`src/rtl/booth_mul_pkg.sv`:
```
`timescale 1ns/1ps
package booth_mul_pkg;
   typedef enum logic [2:0] {
      DG_ZERO   = 3'd0,
      DG_PLUS1  = 3'd1,
      DG_MINUS1 = 3'd2,
      DG_PLUS2  = 3'd3,
      DG_MINUS2 = 3'd4
   } digit_e;
endpackage

```
`src/rtl/booth_digit_sel.sv`:
```
`timescale 1ns/1ps
// Recodes a window of multiplier bits into one signed digit.
module booth_digit_sel
   import booth_mul_pkg::*;
#(
   parameter bit RADIX4 = 1'b0,
   localparam int WIN = RADIX4 ? 3 : 2
) (
   input  logic [WIN-1:0] win,
   output digit_e         digit
);
   generate
      if (RADIX4) begin : g_pair
         // triple (b[i+1], b[i], b[i-1]) -> digit in -2..+2
         always_comb begin
            case (win)
               3'b001, 3'b010: digit = DG_PLUS1;
               3'b011:         digit = DG_PLUS2;
               3'b100:         digit = DG_MINUS2;
               3'b101, 3'b110: digit = DG_MINUS1;
               default:        digit = DG_ZERO;
            endcase
         end
      end else begin : g_single
         // pair (b[i], b[i-1]) -> digit in -1..+1
         always_comb begin
            case (win)
               2'b01:   digit = DG_PLUS1;
               2'b10:   digit = DG_MINUS1;
               default: digit = DG_ZERO;
            endcase
         end
      end
   endgenerate
endmodule

```
`src/rtl/booth_summand.sv`:
```
`timescale 1ns/1ps
// Forms the full-width summand for one digit from the sign-extended,
// already shifted multiplicand.
module booth_summand
   import booth_mul_pkg::*;
#(
   parameter int PW = 8
) (
   input  digit_e        digit,
   input  logic [PW-1:0] mc,
   output logic [PW-1:0] addend
);
   logic [PW-1:0] mc_x2;
   assign mc_x2 = {mc[PW-2:0], 1'b0};

   always_comb begin
      case (digit)
         DG_PLUS1:  addend = mc;
         DG_MINUS1: addend = ~mc + PW'(1);
         DG_PLUS2:  addend = mc_x2;
         DG_MINUS2: addend = ~mc_x2 + PW'(1);
         default:   addend = '0;
      endcase
   end
endmodule

```
`src/rtl/booth_step_ctrl.sv`:
```
`timescale 1ns/1ps
// Sequencer: accepts start when idle, counts STEPS steps, pulses done.
module booth_step_ctrl #(
   parameter int STEPS = 8,
   localparam int CW = (STEPS > 1) ? $clog2(STEPS) : 1
) (
   input  logic clk,
   input  logic rst_n,
   input  logic start,
   output logic load,
   output logic busy,
   output logic done
);
   logic [CW-1:0] count;
   logic          last;

   assign load = start && !busy;
   assign last = (count == CW'(STEPS - 1));

   always_ff @(posedge clk or negedge rst_n) begin
      if (!rst_n) begin
         busy  <= 1'b0;
         done  <= 1'b0;
         count <= '0;
      end else if (load) begin
         busy  <= 1'b1;
         done  <= 1'b0;
         count <= '0;
      end else if (busy) begin
         count <= count + CW'(1);
         if (last) begin
            busy <= 1'b0;
            done <= 1'b1;
         end else begin
            done <= 1'b0;
         end
      end else begin
         done <= 1'b0;
      end
   end

   // mid-run steps advance regardless of start
   assert_ignore_start_R5: assert property (@(posedge clk) disable iff (!rst_n)
      (busy && !last) |=> (busy && count == CW'($past(count) + CW'(1))));

   // a start seen while idle (including the done cycle) opens a run
   assert_accept_start_R6: assert property (@(posedge clk) disable iff (!rst_n)
      (start && !busy) |=> (busy && count == '0));
endmodule

```
`src/rtl/booth_seq_mul.sv`:
```
`timescale 1ns/1ps
// Sequential signed multiplier with single-bit or bit-pair Booth recoding.
module booth_seq_mul
   import booth_mul_pkg::*;
#(
   parameter int WIDTH  = 16,
   parameter bit RADIX4 = 1'b0
) (
   input  logic               clk,
   input  logic               rst_n,
   input  logic               start,
   input  logic [WIDTH-1:0]   mcand,
   input  logic [WIDTH-1:0]   mplier,
   output logic               busy,
   output logic               done,
   output logic [2*WIDTH-1:0] product
);
   localparam int PW    = 2 * WIDTH;
   localparam int SH    = RADIX4 ? 2 : 1;
   localparam int WIN   = RADIX4 ? 3 : 2;
   localparam int STEPS = RADIX4 ? WIDTH / 2 : WIDTH;

   generate
      if (WIDTH < 2) begin : g_bad_width
         $error("booth_seq_mul: WIDTH must be at least 2");
      end
      if (RADIX4 && (WIDTH % 2 != 0)) begin : g_bad_pair
         $error("booth_seq_mul: bit-pair recoding needs an even WIDTH");
      end
   endgenerate

   logic          load;
   logic [PW-1:0] acc_q;
   logic [PW-1:0] mc_q;
   logic [WIDTH:0] mq_q;
   logic [PW-1:0] addend;
   digit_e        digit;

   booth_step_ctrl #(.STEPS(STEPS)) u_ctrl (
      .clk   (clk),
      .rst_n (rst_n),
      .start (start),
      .load  (load),
      .busy  (busy),
      .done  (done)
   );

   booth_digit_sel #(.RADIX4(RADIX4)) u_digit (
      .win   (mq_q[WIN-1:0]),
      .digit (digit)
   );

   booth_summand #(.PW(PW)) u_summand (
      .digit  (digit),
      .mc     (mc_q),
      .addend (addend)
   );

   // Multiplicand shifts left and the multiplier shifts right arithmetically,
   // so the low window always holds the next digit's bits.
   always_ff @(posedge clk or negedge rst_n) begin
      if (!rst_n) begin
         acc_q <= '0;
         mc_q  <= '0;
         mq_q  <= '0;
      end else if (load) begin
         acc_q <= '0;
         mc_q  <= {{WIDTH{mcand[WIDTH-1]}}, mcand};
         mq_q  <= {mplier, 1'b0};
      end else if (busy) begin
         acc_q <= acc_q + addend;
         mc_q  <= mc_q << SH;
         mq_q  <= $signed(mq_q) >>> SH;
      end
   end

   assign product = acc_q;

   // done lasts one cycle and never overlaps busy
   assert_done_pulse_R4: assert property (@(posedge clk) disable iff (!rst_n)
      done |=> !done);
   assert_done_idle_R4: assert property (@(posedge clk) disable iff (!rst_n)
      done |-> !busy);

   // result holds while idle and no start arrives
   assert_hold_product_R7: assert property (@(posedge clk) disable iff (!rst_n)
      (!busy && !start) |=> $stable(product));
endmodule

```
`config.mk`:
```
export PLATFORM = sky130hd
export DESIGN_NAME = booth_seq_mul
export DESIGN_NICKNAME = d
export VERILOG_FILES = /design/src/rtl/booth_mul_pkg.sv /design/src/rtl/booth_digit_sel.sv /design/src/rtl/booth_summand.sv /design/src/rtl/booth_step_ctrl.sv /design/src/rtl/booth_seq_mul.sv
export SDC_FILE = /design/constraint.sdc
export NUM_CORES = 1
export LEC_CHECK = 0
export CAP_MARGIN = 0
export CORE_ASPECT_RATIO = 0.9
export CORE_MARGIN = 1.5
export CORE_UTILIZATION = 55
export DETAILED_ROUTE_END_ITERATION = 6
export PLACE_DENSITY = 0.86
export REMOVE_ABC_BUFFERS = 1
export SLEW_MARGIN = 20
export SYNTH_ARGS = -nofsm -noshare
export SYNTH_HDL_FRONTEND = slang
export SYNTH_HIERARCHICAL = 1
export SYNTH_SLANG_ARGS = --single-unit
```
`constraint.sdc`:
```
create_clock -name clk -period 7.6 [get_ports clk]
set_input_delay 2.28 -clock clk [delete_from_list [all_inputs] [get_ports clk]]
set_output_delay 2.28 -clock clk [all_outputs]
set_load 0.05 [all_outputs]
```
[Yosys cells after proc, flatten, opt, wreduce, memory -nomap -nowiden]
Index checks and enable logic that the tools add are counted.
Cells by class
  add/sub/neg operators: 4
  equality and inequality tests: 7
  reductions and logical operators: 3
  bitwise operators: 2
  mux-type cells: 16
Operator list (count)
  $mux 32: 4
  $pmux 32 s4: 1
  $add 32x1->32 const B: 2
  $not 32->32: 2
  $add 32x32->32: 1
  $mux 17: 1
  $mux 16: 1
  $mux 4: 2
  $eq 2x2->1 const B: 3
  $mux 1: 6
  $add 4x1->4 const B: 1
  $eq 2x1->1 const B: 2
  $eq 4x4->1 const B: 1
  $pmux 2 s2: 1
  $eq 2x3->1 const B: 1
  $reduce_bool 2->1: 1
  $logic_and 1x1->1: 1
  $logic_not 1->1: 1
Storage, ports and cells
  output and inout bits: 34
  input bits: 35
  register bits: 87

[Logic depth before layout (Yosys ltp)]
Gate-level depths: netlist (run 1).
  depth in word-level cells: 7
  mapped depth: 18

[Cells and area by module]
Netlist (run 1), hierarchy kept.
By module, submodules not included
  booth_seq_mul: sequential area each 2026.9 µm², cells each 586, instances 1, area each 5345.1 µm²
  booth_summand: sequential area each 0.0 µm², cells each 280, instances 1, area each 1781.7 µm²
  booth_step_ctrl: sequential area each 150.1 µm², cells each 18, instances 1, area each 252.7 µm²
  booth_digit_sel: sequential area each 0.0 µm², cells each 4, instances 1, area each 26.3 µm²

[Least setup slack after synthesis (run 1)]
No wires, ideal clock.
  path kind: reg-to-reg
  start point: register mc_q[0]
  end point: register acc_q[31], in the netlist product[31]
  period minus slack after synthesis: 4.223 ns
  library setup time: 0.125 ns
  slack: 3.377 ns
  arrival: 4.098 ns
  data required time: 7.475 ns
  cell stages (with the launch flop): 18
  cell sequence: dfrtp_1 > inv_1 > ha_1 > or4b_1 > buf_2 > nor4_1 > nand2_1 > a21oi_1 > o22ai_1 > ha_1 > buf_2 > nand4_1 > or3_4 > o21ai_2 > a21oi_2 > a211o_2 > o211ai_2 > mux2_4
Between the ends
  cells in the longest elaborated chain, start to end: 6
  elaborated cells on any way between the ends: 8
  those cells by class: 3 x add/sub; 3 x mux; 2 x bitwise
Ends and longest elaborated chain
  start, declared: line booth_seq_mul.sv:34  | logic [PW-1:0] mc_q;
  start signal, assigned: line booth_seq_mul.sv:68  | mc_q <= {{WIDTH{mcand[WIDTH-1]}}, mcand};
  start signal, assigned: line booth_seq_mul.sv:72  | mc_q <= mc_q << SH;
  $not 32->32, on equally long branches: line booth_summand.sv:21, booth_summand.sv:19
  $add 32x1->32, on equally long branches: line booth_summand.sv:21, booth_summand.sv:19
  $pmux 32 s4 *: line booth_summand.sv:17  | case (digit)
  named net addend[16]: line booth_seq_mul.sv:36  | logic [PW-1:0] addend;
  $add 32x32->32 *: line booth_seq_mul.sv:71  | acc_q <= acc_q + addend;
  $mux 32 *: line booth_seq_mul.sv:70  | end else if (busy) begin
  $mux 32 *: line booth_seq_mul.sv:66  | end else if (load) begin
  end signal, assigned: line booth_seq_mul.sv:71
  end, declared: line booth_seq_mul.sv:33  | logic [PW-1:0] acc_q;
Mark *: on every way through the listed nets, which the timed path passes. The rest lies on a longest branch. The select of a mux whose other input is x is not followed.
A chain may end at the register's enable or synchronous reset.

[Worst setup path in the final report (run 1)]
Ends and elaborated chain as after synthesis.

==> impl_metrics.tcl, run 1 <==
set metrics [dict create \
    timing.rr.end "product[31]$_DFFE_PN0P_" \
    cts_resized 0 \
    clk_pin_slew_worst_paths_ps 70 \
    ant_nets 0 \
    rows 40 \
    globalplace.congestion 0.930 \
    maxCapViolCount 0 \
    post-route-period-util_pct 66.5 \
    antenna_found_initial 0 \
    syn_area_per_cell_um2 8.34 \
    status "completed" \
    fill_cells 1150 \
    routedWlPerCell_um 17.0 \
    worst_skew_pair.late_latency_ps 360 \
    drive_gt1_share_pct 6.46 \
    critPathCaptureType "register" \
    grt_pass1_vias 6294 \
    rrSetupSlack_ps 2540 \
    synth.yosys.warnings 6 \
    grt_busiest_layer "met2" \
    fp.dieW_um 125 \
    final_nets 978 \
    met1_usage_pct 39.0 \
    fmaxAchievable_mhz 198 \
    routed_via_density 6.35 \
    worstHoldPathType "reg -> reg" \
    die-area_mm2 0.0142 \
    drc 0 \
    grt_pass1_wl_um 31400 \
    synth_edf_count 0 \
    post-cts-setup-buffers 0 \
    grt-ovfl-total 0 \
    cts-htree-levels 3 \
    fin_worst_skew_ps 7.94 \
    diodes 0 \
    port_buffers 68 \
    routed_wirelength_um 18400 \
    core_area_mm2 0.0133 \
    cp_data_required_time_ps 7840 \
    final.setup.tns_ps 0 \
    crit_path_end "product[31]$_DFFE_PN0P_" \
    startpoint_type "register" \
    crit_fanout 13 \
    fp.dieH_um 113 \
    dpl.hpwl_um 13000 \
    boundaryPins 69 \
    cts-buffers-inserted 9 \
    synth_sequential_area_ratio_pct 29.4 \
    grt_max_degree 80 \
    cts_buffer_depth 2 \
    ys_async_sr_fraction_pct 100 \
    syn_area_mm2 0.00741 \
    syn_inst 888 \
    r2r_cells 15 \
    use_met2_pct 41.6 \
    numClockSinks 87 \
    grt_setup_unrepaired "no" \
    tritoncts "done" \
    timing.rr.start "mc_q[0]$_DFFE_PN0P_" \
    final_area_mm2 0.00835 \
    slew_violations 0 \
    setup_violations 0 \
    drt_iter0_drc 913 \
    crit_type "reg -> reg" \
    crit_start "mc_q[0]$_DFFE_PN0P_" \
    initial_utilization_pct 55.8 \
    pre_cts_ws_ps 2690 \
    maxSlewHeadroom_pct 33.0 \
    dr.pass1.iters 5 \
    ys_ff_latch 87 \
    area_growth_pct 12.7 \
    hold_slack_ps 517 \
    worstMarginPinSlew_ps 1000 \
    cts_root_buf "clkbuf_16" \
    grt.total_usage_pct 27.2 \
    synth.distinct_cells 86 \
    finalCriticalPeriod_ps 5060 \
    cts_hold_buf 0 \
    hold_viol 0 \
    arrival_ps 5300 \
    synth-main-ff-cell "dfrtp_1" \
    setup_ws_ps 2540 \
    placed_area_mm2 0.00806 \
    vias 6868 \
    grt_use_met3_pct 4.92 \
]
==> how the worst min path moves through the flow <==
stage	start	end	slack [ps]	cells past startpoint
after floorplan	mq_q[16]$_DFFE_PN0P_	mq_q[16]$_DFFE_PN0P_	480	1
after global placement	mq_q[16]$_DFFE_PN0P_	mq_q[16]$_DFFE_PN0P_	500	1
after detailed placement	mq_q[16]$_DFFE_PN0P_	mq_q[16]$_DFFE_PN0P_	510	1
after CTS	mq_q[16]$_DFFE_PN0P_	mq_q[16]$_DFFE_PN0P_	530	1
after global routing	mq_q[16]$_DFFE_PN0P_	mq_q[16]$_DFFE_PN0P_	550	1
final	mq_q[16]$_DFFE_PN0P_	mq_q[16]$_DFFE_PN0P_	520	1
==> Yosys cell counts (8+ instances only) <==
| master | number | area (um2) |
|---|---|---|
| o211ai_1 | 13 | 97.6 |
| clkbuf_1 | 48 | 180 |
| a21o_1 | 14 | 105 |
| a221o_1 | 8 | 80.1 |
| nand3b_1 | 9 | 67.6 |
| or3_1 | 10 | 62.6 |
| o21ai_0 | 67 | 335 |
| ha_1 | 33 | 413 |
| xnor2_1 | 25 | 219 |
| a211oi_1 | 27 | 203 |
| a21oi_1 | 43 | 215 |
| buf_2 | 9 | 45.0 |
| nor2_1 | 90 | 338 |
| o221ai_1 | 8 | 70.1 |
| o21bai_1 | 8 | 60.1 |
| nor2b_1 | 28 | 175 |
| inv_1 | 19 | 71.3 |
| nand2_1 | 77 | 289 |
| dfrtp_1 | 87 | 2180 |
| a31oi_1 | 9 | 56.3 |
| or4_1 | 8 | 60.1 |
| a22oi_1 | 10 | 75.1 |
| mux2i_1 | 53 | 531 |
| nand3_1 | 10 | 50.1 |
| nor4_1 | 9 | 56.3 |
| xor2_1 | 16 | 140 |
| nor3_1 | 17 | 85.1 |
==> layer usage <==
metal,vias up,wire (um),share of wire (%)
li1,3335,-,-
met1,3182,8600,47
met5,-,0,0
met2,303,7970,43
met4,0,459,2.5
met3,48,1410,7.7
==> sequential cells by signal (all words and copies together) (netlist names) <==
name and cells:
mc_q 32, u_ctrl/done 1, u_ctrl/busy 1, u_ctrl/count 4, product 32, mq_q 17
==> area by class of cell <==
cell class                 instances  area [um2]  area share [%]
clock inverter                     4        55.1           0.659
tap                              168         210            2.52
multi-input combinational        716        4860            58.2
clock buffer                      12         236            2.83
sequential                        87        2180            26.1
timing repair buffer              75         731            8.75
inverter                          20        75.1           0.899
==> cell usage in the layout (no fill, tap or decap), types with 26 or more instances in the layout <==
cell type         n
a211oi_1         27
a21oi_1          43
clkdlybuf4s50_1  67
dfrtp_1          86
ha_1             33
mux2i_1          53
nand2_1          77
nor2_1           90
nor2b_1          26
o21ai_0          67
==> metrics by stage <==
| step | std cells | utilization [%] |
|---|---|---|
| 4_1_cts | 1082 | 62.9 |
| 6_report | 1082 | 63.0 |
| 5_1_grt | 1082 | 63.0 |
| 2_1_floorplan | 823 | - |
| 3_5_place_dp | 1066 | 60.7 |
| 3_3_place_gp | 1066 | 60.7 |
==> worst max-delay path: stages (launching register included) <==
cell      delay (ps)
dfrtp_1          430
inv_1            160
ha_1             290
or4b_1           750
nor4_1           630
nand2_1          190
a21oi_1          170
o22ai_1          120
ha_1             440
nand4_1          180
or3_4            420
o21ai_2          330
a21oi_2          110
a211o_2          310
o211ai_2          70
mux2_4           310
==> cell families after synthesis <==
| logic type | Yosys count | share of synthesized area (%) |
|---|---|---|
| and+or+nand+nor | 312 | 21.9 |
| AOI/OAI and AO/OA | 268 | 24.5 |
| DFF | 87 | 29.4 |
| buffers and inverters | 85 | 5.07 |
| muxes | 60 | 8.33 |
| xor gates and xnor gates | 41 | 4.85 |
| adders and majority gates | 34 | 5.85 |
| other | 1 | 0.0506 |
Power of run 1 is not shown: default switching activity piles up to over one toggle a cycle in this logic, so the estimate is an artifact.
==> inputs of run 2 (changes only) <==
--- a/config.mk
+++ b/config.mk
@@ -8,7 +8,7 @@
 export CAP_MARGIN = 0
 export CORE_ASPECT_RATIO = 0.9
 export CORE_MARGIN = 1.5
-export CORE_UTILIZATION = 55
+export CORE_UTILIZATION = 53
 export DETAILED_ROUTE_END_ITERATION = 6
 export PLACE_DENSITY = 0.86
 export REMOVE_ABC_BUFFERS = 1
==> constraint.sdc (replaced) <==
create_clock -name clk -period 4.5 [get_ports clk]
set_input_delay 1.35 -clock clk [delete_from_list [all_inputs] [get_ports clk]]
set_output_delay 1.35 -clock clk [all_outputs]
set_load 0.05 [all_outputs]
==> run 2 against run 1 <==
Count of clock-buffer cells in the layout fell by 1. Design area up 2.9%. Setup slack lost 2300 ps. Critical path type unchanged.
==> impl_metrics.tcl, run 2 (synthesis results as in run 1) <==
set metrics [dict create \
    status "completed" \
    core_area_mm2 0.0135 \
    cts-buffers-inserted 9 \
    crit_path_end "product[31]$_DFFE_PN0P_" \
    fp.dieH_um 115 \
    grt.total_usage_pct 26.7 \
    maxSlewHeadroom_pct 37.2 \
    placed_area_mm2 0.00823 \
    routed_via_density 6.31 \
    area_growth_pct 16.0 \
    numClockSinks 87 \
    drive_gt1_share_pct 9.59 \
    routed_wirelength_um 18900 \
    r2r_cells 14 \
    routedWlPerCell_um 17.1 \
    fmaxAchievable_mhz 233 \
    timing.rr.end "product[31]$_DFFE_PN0P_" \
    die-area_mm2 0.0147 \
    drc 0 \
    path_buf_inv 1 \
    crit_start "mc_q[0]$_DFFE_PN0P_" \
    post-route-period-util_pct 95.3 \
    maxCapViolCount 0 \
    cts-htree-levels 3 \
    rows 40 \
    layout_common_cells "nor2_1, dfrtp_1, nand2_1" \
    initial_utilization_pct 54.8 \
    globalplace.congestion 0.961 \
    cp_data_required_time_ps 4740 \
    vias 6977 \
    dr.pass1.iters 5 \
    path_common_cell "nand4_1" \
    cp_slowest_stage_delay_ps 470 \
    grt_pass1_wl_um 31600 \
    cts_buffer_depth 2 \
    crit_type "reg -> reg" \
    clk_pin_slew_worst_paths_ps 70 \
    ant_nets 0 \
    dpl.hpwl_um 13300 \
    grt_max_degree 69 \
    rrSetupSlack_ps 210 \
    timing.rr.start "mc_q[0]$_DFFE_PN0P_" \
    fin_worst_skew_ps 15.1 \
    cp_slowest_cell "ha_1" \
    grt-ovfl-total 0 \
    worst_skew_pair.late_latency_ps 360 \
    cp_top_family "simple AND/OR/NAND/NOR gates" \
    cp_cell_sequence "inv_1 > ha_4 > nor4b_1 > nand4_1 > a22oi_1 > o221ai_1 > ha_1 > nand4_1 > or3_4 > o21ai_2 > a21oi_2 > a211o_2 > o211ai_2 > mux2_4" \
    port_buffers 68 \
    layout.cells.most_common "nor2_1" \
    crit_fanout 7 \
    tritoncts "done" \
    final.setup.tns_ps 0 \
    boundaryPins 69 \
    drt_iter0_drc 777 \
    final_nets 1002 \
    startpoint_type "register" \
    worstHoldPathType "reg -> reg" \
    setup_violations 0 \
    grt_setup_unrepaired "no" \
    hold_viol 0 \
    critPathCaptureType "register" \
    diodes 0 \
    grt_pass1_vias 6302 \
    final_area_mm2 0.00859 \
    cts_hold_buf 0 \
    slew_violations 0 \
    fp.dieW_um 128 \
    cts_root_buf "clkbuf_16" \
    antenna_found_initial 0 \
    arrival_ps 4520 \
    crit_cells 14 \
    finalCriticalPeriod_ps 4290 \
    worstMarginPinSlew_ps 939 \
]
run 2: routing by layer:
metal | track usage, % | wire length, um
met1 | 37.6 | 8680
met4 | 8.54 | 447
met5 | 0 | 0
met2 | 42.2 | 8380
met3 | 4.47 | 1370
run 2: how the worst min path moves through the flow:
stage | start | endpoint | slack [ps] | cells past startpoint
after global placement | mq_q[16]$_DFFE_PN0P_ | mq_q[16]$_DFFE_PN0P_ | 500 | 1
after floorplan | mq_q[16]$_DFFE_PN0P_ | mq_q[16]$_DFFE_PN0P_ | 480 | 1
after CTS | mq_q[16]$_DFFE_PN0P_ | mq_q[16]$_DFFE_PN0P_ | 530 | 1
after detailed placement | mq_q[16]$_DFFE_PN0P_ | mq_q[16]$_DFFE_PN0P_ | 510 | 1
final | mq_q[16]$_DFFE_PN0P_ | mq_q[16]$_DFFE_PN0P_ | 520 | 1
after global routing | mq_q[16]$_DFFE_PN0P_ | mq_q[16]$_DFFE_PN0P_ | 550 | 1
run 2: final cells by class:
type | instances | area, um2
inverters | 20 | 75.1
fillers | 1184 | 4920
flip-flops and latches | 87 | 2180
repair buffers | 99 | 923
well taps | 168 | 210
clock inverters | 5 | 63.8
multi-input cells | 716 | 4890
clock buffers | 11 | 243
run 2: through the flow:
step                cells  hold WS (ps)  util, %  setup slack (ps)
floorplan             823           481        -              -874
global placement     1088           500     60.9               254
detailed placement   1088           507     60.9              62.0
CTS                  1104           529     63.2              44.0
global route         1106           555     63.6              11.1
finish               1106           520     63.6               211
run 2: timing repair:
| action | CTS | global route |
|---|---|---|
| endpoints found under the setup margin | 0 | 8 |
| resized for setup | 0 | 7 |
| buffers inserted | 0 | 2 |
run 2: worst reg2reg max path, stage by stage, from the launching register on:
cell and delay [ps]:
dfrtp_1 430, inv_1 190, ha_4 200, nor4b_1 450
nand4_1 270, a22oi_1 260, o221ai_1 180, ha_1 470
nand4_1 210, or3_4 430, o21ai_2 270, a21oi_2 120
a211o_2 310, o211ai_2 70, mux2_4 310
Power of run 2 is left out for the same reason.
